==> src/rtl/fnd_pkg.sv <==
package fnd_pkg;

    typedef enum logic {
        MODE_INT  = 1'b0,
        MODE_FRAC = 1'b1
    } div_mode_e;

    function automatic int unsigned len_width(int unsigned mint_w);
        return mint_w + 1;
    endfunction

endpackage

==> src/rtl/fnd_cfg_shadow.sv <==
module fnd_cfg_shadow
    import fnd_pkg::*;
#(
    parameter int unsigned MINT_W   = 7,
    parameter int unsigned FRAC_W   = 18,
    parameter int unsigned RST_MINT = 8
) (
    input  logic              clk,
    input  logic              rst_n,
    input  logic              load_i,
    input  logic [MINT_W-1:0] mint_i,
    input  logic [FRAC_W-1:0] frac_i,
    input  div_mode_e         mode_i,
    input  logic              boundary_i,
    output logic              apply_o,
    output logic [MINT_W-1:0] nxt_mint_o,
    output logic [FRAC_W-1:0] nxt_frac_o,
    output div_mode_e         nxt_mode_o,
    output logic [MINT_W-1:0] act_mint_o,
    output div_mode_e         act_mode_o
);

    typedef struct packed {
        logic              pend;
        logic [MINT_W-1:0] p_mint;
        logic [FRAC_W-1:0] p_frac;
        div_mode_e         p_mode;
        logic [MINT_W-1:0] a_mint;
        logic [FRAC_W-1:0] a_frac;
        div_mode_e         a_mode;
    } shadow_t;

    localparam shadow_t SHADOW_RST = '{
        pend:   1'b0,
        p_mint: MINT_W'(RST_MINT),
        p_frac: '0,
        p_mode: MODE_INT,
        a_mint: MINT_W'(RST_MINT),
        a_frac: '0,
        a_mode: MODE_INT
    };

    shadow_t st_d, st_q;
    logic    apply;

    always_comb begin
        st_d  = st_q;
        apply = boundary_i && st_q.pend;
        if (apply) begin
            st_d.a_mint = st_q.p_mint;
            st_d.a_frac = st_q.p_frac;
            st_d.a_mode = st_q.p_mode;
            st_d.pend   = 1'b0;
        end
        if (load_i) begin
            st_d.p_mint = mint_i;
            st_d.p_frac = frac_i;
            st_d.p_mode = mode_i;
            st_d.pend   = 1'b1;
        end
    end

    always_ff @(posedge clk or negedge rst_n) begin
        if (!rst_n) begin
            st_q <= SHADOW_RST;
        end else begin
            st_q <= st_d;
        end
    end

    assign apply_o    = apply;
    assign nxt_mint_o = st_d.a_mint;
    assign nxt_frac_o = st_d.a_frac;
    assign nxt_mode_o = st_d.a_mode;
    assign act_mint_o = st_q.a_mint;
    assign act_mode_o = st_q.a_mode;

endmodule

==> src/rtl/fnd_accum.sv <==
module fnd_accum
    import fnd_pkg::*;
#(
    parameter int unsigned FRAC_W = 18
) (
    input  logic              clk,
    input  logic              rst_n,
    input  logic              step_i,
    input  logic              clear_i,
    input  div_mode_e         mode_i,
    input  logic [FRAC_W-1:0] frac_i,
    output logic              carry_o
);

    localparam int unsigned ACC_W = FRAC_W + 1;

    typedef struct packed {
        logic [ACC_W-1:0] acc;
    } accum_t;

    accum_t         st_d, st_q;
    logic [ACC_W:0] sum;
    logic           carry;

    always_comb begin
        st_d  = st_q;
        sum   = {1'b0, st_q.acc} + {1'b0, frac_i, 1'b1};
        carry = 1'b0;
        if (clear_i) begin
            st_d.acc = '0;
        end else if (step_i && (mode_i == MODE_FRAC)) begin
            st_d.acc = sum[ACC_W-1:0];
            carry    = sum[ACC_W];
        end
    end

    always_ff @(posedge clk or negedge rst_n) begin
        if (!rst_n) begin
            st_q <= '0;
        end else begin
            st_q <= st_d;
        end
    end

    assign carry_o = carry;

endmodule

==> src/rtl/fnd_cycle_cnt.sv <==
module fnd_cycle_cnt #(
    parameter int unsigned CNT_W   = 8,
    parameter int unsigned RST_LEN = 8
) (
    input  logic             clk,
    input  logic             rst_n,
    input  logic [CNT_W-1:0] len_i,
    output logic             boundary_o,
    output logic [CNT_W-1:0] cnt_o,
    output logic [CNT_W-1:0] len_o
);

    typedef struct packed {
        logic [CNT_W-1:0] cnt;
        logic [CNT_W-1:0] len;
    } cnt_t;

    localparam cnt_t CNT_RST = '{
        cnt: CNT_W'(RST_LEN - 1),
        len: CNT_W'(RST_LEN)
    };

    cnt_t st_d, st_q;
    logic boundary;

    always_comb begin
        st_d     = st_q;
        boundary = (st_q.cnt == '0);
        if (boundary) begin
            st_d.cnt = len_i - CNT_W'(1);
            st_d.len = len_i;
        end else begin
            st_d.cnt = st_q.cnt - CNT_W'(1);
        end
    end

    always_ff @(posedge clk or negedge rst_n) begin
        if (!rst_n) begin
            st_q <= CNT_RST;
        end else begin
            st_q <= st_d;
        end
    end

    assign boundary_o = boundary;
    assign cnt_o      = st_q.cnt;
    assign len_o      = st_q.len;

endmodule

==> src/rtl/fnd_modulator.sv <==
module fnd_modulator
    import fnd_pkg::*;
#(
    parameter int unsigned MINT_W   = 7,
    parameter int unsigned FRAC_W   = 18,
    parameter int unsigned RST_MINT = 8
) (
    input  logic                    vco_clk,
    input  logic                    rst_n,
    input  logic                    cfg_load,
    input  logic [MINT_W-1:0]       cfg_mint,
    input  logic [FRAC_W-1:0]       cfg_frac,
    input  logic                    cfg_mod_en,
    output logic                    fb_pulse,
    output logic [MINT_W:0]         fb_ratio
);

    localparam int unsigned CNT_W = len_width(MINT_W);

    div_mode_e         cfg_mode;
    logic              boundary;
    logic              apply;
    logic [MINT_W-1:0] nxt_mint;
    logic [FRAC_W-1:0] nxt_frac;
    div_mode_e         nxt_mode;
    logic [MINT_W-1:0] act_mint;
    div_mode_e         act_mode;
    logic              carry;
    logic [CNT_W-1:0]  nxt_len;
    logic [CNT_W-1:0]  cyc_cnt;
    logic [CNT_W-1:0]  cur_len;

    assign cfg_mode = cfg_mod_en ? MODE_FRAC : MODE_INT;

    fnd_cfg_shadow #(
        .MINT_W   (MINT_W),
        .FRAC_W   (FRAC_W),
        .RST_MINT (RST_MINT)
    ) u_shadow (
        .clk        (vco_clk),
        .rst_n      (rst_n),
        .load_i     (cfg_load),
        .mint_i     (cfg_mint),
        .frac_i     (cfg_frac),
        .mode_i     (cfg_mode),
        .boundary_i (boundary),
        .apply_o    (apply),
        .nxt_mint_o (nxt_mint),
        .nxt_frac_o (nxt_frac),
        .nxt_mode_o (nxt_mode),
        .act_mint_o (act_mint),
        .act_mode_o (act_mode)
    );

    fnd_accum #(
        .FRAC_W (FRAC_W)
    ) u_accum (
        .clk     (vco_clk),
        .rst_n   (rst_n),
        .step_i  (boundary),
        .clear_i (apply),
        .mode_i  (nxt_mode),
        .frac_i  (nxt_frac),
        .carry_o (carry)
    );

    // Length of the next cycle: integer part plus the accumulator overflow
    assign nxt_len = {1'b0, nxt_mint} + CNT_W'(carry);

    fnd_cycle_cnt #(
        .CNT_W   (CNT_W),
        .RST_LEN (RST_MINT)
    ) u_cnt (
        .clk        (vco_clk),
        .rst_n      (rst_n),
        .len_i      (nxt_len),
        .boundary_o (boundary),
        .cnt_o      (cyc_cnt),
        .len_o      (cur_len)
    );

    assign fb_pulse = boundary;
    assign fb_ratio = cur_len;

endmodule

==> config.mk <==
export PLATFORM = sky130hd
export DESIGN_NAME = fnd_modulator
export DESIGN_NICKNAME = d
export VERILOG_FILES = /design/src/rtl/fnd_pkg.sv /design/src/rtl/fnd_cfg_shadow.sv /design/src/rtl/fnd_accum.sv /design/src/rtl/fnd_cycle_cnt.sv /design/src/rtl/fnd_modulator.sv
export SDC_FILE = /design/constraint.sdc
export NUM_CORES = 1
export LEC_CHECK = 0
export ABC_CLOCK_PERIOD_IN_PS = 6600
export BUFFER_PORTS_ARGS = -buffer_cell sky130_fd_sc_hd__buf_4
export CORE_MARGIN = 2
export CORE_UTILIZATION = 55
export DETAILED_ROUTE_END_ITERATION = 16
export PLACE_DENSITY_LB_ADDON = 0.1
export SLEW_MARGIN = 10
export SYNTH_ARGS = -nofsm -noshare
export SYNTH_HDL_FRONTEND = slang
export SYNTH_SLANG_ARGS = --single-unit
==> constraint.sdc <==
create_clock -name vco_clk -period 6.6 [get_ports vco_clk]
set_input_delay 0 -clock vco_clk [delete_from_list [all_inputs] [get_ports vco_clk]]
set_output_delay 0 -clock vco_clk [all_outputs]
set_load 0.01 [all_outputs]
==> out/metrics.cfg <==
[run_status]
status = finished clean

[synthesis]
synth_fa_ha_area_frac = 0.0604
yosys_warnings = 0
syn_nets = 473
ys_ff_latch = 88
ys.flop_type = dfrtp_1
ys_types = 64
synth_compound_area_frac = 0.140
yosys.area_share.simple = 0.125
synth_mux_area_frac = 0.140
avgSynthCellArea_sq_um = 11.1
synth_cells = 422
syn_area_sq_mm = 0.00468
synth-edff-count = 0
ys_seq_area_frac = 0.472
synthXorXnorAreaFrac = 0.0318
synth_top_family_by_area = compound AO/OA/AOI/OAI gates
async_flop_share = 1.00

[setup_path]
crit_path_max_fanout = 28
r2r_cells = 20
worstReg2RegStart = u_cnt.cnt_o[1]
crit_path_start_kind = flip-flop
critPathCaptureType = flip-flop
crit_path_end = u_cnt.cnt_o[7]
arrival_ns = 6.20
r2r-end = u_cnt.cnt_o[7]
crit_required_ns = 6.84
r2r_slack_ns = 0.65
startpoint = u_cnt.cnt_o[1]
critPathKind = reg2reg

[grt]
grt_usage = 0.229
antenna_found_initial = 0
overflow = 0
grt_pass1_vias = 3342
grt_pass1_wl_microns = 16100
grt_max_degree = 47

[placement]
dpl.hpwl_microns = 6750
io_buffers = 37
place.gp.congestion = 0.871
preCtsSetupSlack_ns = 0.747

[clock_tree]
cts-root-buf = clkbuf_8
cts_buffers = 9
post_cts_buffers = 0
clock_sinks = 88
clk_latency_ns = 0.35
clkTransAtPathRegs_ns = 0.09
tritoncts = yes
cts_max_level = 3
cts_buffer_depth = 2
cts_resized = 0
postCtsHoldBufs = 27

[route]
wire_per_inst_microns = 16.8
first_pass_iters = 4
postRouteWirelength_microns = 9930
ant_nets = 0
drcViolationCount = 0
vias = 3435
vias_per_cell = 5.81
drtIter0Drc = 149

[final_layout]
layout_common_cells = dfrtp_1 (82), mux2_2 (53), buf_4 (40)
antenna_cells = 0
finish.utilization = 0.666
fin_nets = 532
final_common_cell = dfrtp_1
area.growth.synth_to_final_pct = 16.8
final_layout_size_suffix_gt1_frac = 0.257

[pwr]
peakVddDrop_mv = 0.122
power_leakage_uw = 0.00254
cellPowerDensity_mw_per_mm2 = 307
p_total_uw = 1680

[sta]
finalHoldViolCount = 0
period_needed_ns = 5.95
max_freq_ghz = 0.168
whs_ns = 0.113
setup_violations = 0
fin_crit_sh = 0.902
setup_ws_ns = 0.645
fin_setup_tns_ns = 0
skew_ns = 0.00693
rsz0062_at_grt = no
tightest_slew_ns = 0.720
finalMaxSlewViolations = 0
relSlewSlack = 0.519

[floorplanning]
core_area_sq_mm = 0.00822
ios = 38
rows = 33
dieHeight_microns = 96.3
initial_utilization = 0.570
die_area_sq_mm = 0.00927
die_w_microns = 96.3

[worst_hold_path]
hp-class = in2reg

[run]
cap_violations = 0

==> critical path, cell delays in order (launching register included) <==
cell	delay (ns)
dfstp_2	0.38
nor3_1	0.38
nand3b_2	0.42
inv_2	0.31
nand2_2	0.46
mux2_2	0.47
ha_1	0.44
nand4_1	0.22
nor2_1	0.15
a21oi_1	0.11
a211oi_1	0.33
o21ai_0	0.16
a21oi_1	0.17
ha_1	0.24
ha_1	0.23
inv_1	0.09
xnor2_1	0.30
a21oi_1	0.16
nor4b_1	0.45
nand4_1	0.20
xnor2_1	0.16
==> power by group <==
group | switching, uW | internal, uW | total [uW]
Clock | 208 | 152 | 359
Sequential | 78.9 | 686 | 765
Combinational | 282 | 271 | 553
Total | 569 | 1110 | 1680
==> through the flow <==
stage	cells	instance area [sq um]
finish	591	5470
global route	591	5470
CTS	591	5470
detailed placement	548	5010
global placement	548	5010
floorplan	422	4680
==> synthesized netlist by cell type (2+ instances only) <==
cell type  count  share of area
a211o_1        4         0.0075
a211oi_1       5         0.0080
a21o_1        10          0.016
a21oi_1       15          0.016
a221oi_1       2         0.0037
a31oi_1        3         0.0040
a32o_1         2         0.0043
and4_1         2         0.0037
buf_1          3         0.0024
buf_2          5         0.0053
clkbuf_1       6         0.0048
clkbuf_2       2         0.0021
dfrtp_1       82           0.44
dfstp_2        6          0.034
ha_1          21          0.056
inv_1         10         0.0080
mux2_2        53           0.13
mux2i_1        6          0.013
nand2_1       36          0.029
nand2b_1       8          0.011
nand3_1       15          0.016
nand3b_1       3         0.0048
nand4_1        3         0.0040
nor2_1        19          0.015
nor3_1         6         0.0064
nor3b_1        3         0.0048
o211a_1        3         0.0064
o211ai_1       4         0.0064
o21a_1         2         0.0032
o21ai_0       24          0.026
o21bai_1       5         0.0080
o31ai_1        4         0.0064
or3_1          4         0.0053
xnor2_1       12          0.022
xor2_1         5         0.0094
==> how the worst min path moves through the flow <==
stage	depth (start not counted)	end	startpoint
CTS	2	u_shadow.st_q[52]	cfg_load
finish	2	u_shadow.st_q[52]	cfg_load
detailed placement	1	u_cnt.len_o[4]	rst_n
global placement	1	u_cnt.len_o[7]	rst_n
floorplan	0	u_accum.st_q[0]	rst_n
global route	2	u_shadow.st_q[52]	cfg_load
==> cell families after synthesis <==
group                      count (synthesis)
adders and majority gates                 22
AOI/OAI and AO/OA                         93
DFF                                       88
buffers and inverters                     30
xor gates and xnor gates                  17
and+or+nand+nor                          113
muxes                                     59
==> metal layers <==
| layer | track usage | up-vias | share of wire |
|---|---|---|---|
| li1 | - | 1655 | - |
| met1 | 0.305 | 1693 | 0.46 |
| met2 | 0.388 | 80 | 0.50 |
| met3 | 0.0305 | 7 | 0.034 |
| met4 | 0.0714 | 0 | 0.010 |
| met5 | 0 | - | 0 |
==> flip-flops by register name, summed over array words and instances (netlist names) <==
name,flops
u_accum.st_q,19
u_cnt.cnt_o,8
u_cnt.len_o,8
u_shadow.act_mint_o,7
u_shadow.act_mode_o,1
u_shadow.st_q,45
==> cell type report <==
cell class                      count  area, sq um
Fill cell                         648         2750
Multi-Input combinational cell    304         2330
Sequential cell                    88         2210
Timing Repair Buffer               67          571
Clock buffer                       10          138
Tap cell                          105          131
Clock inverter                      6         50.0
Inverter                           11         41.3
Power figures use the tool's default switching activity.
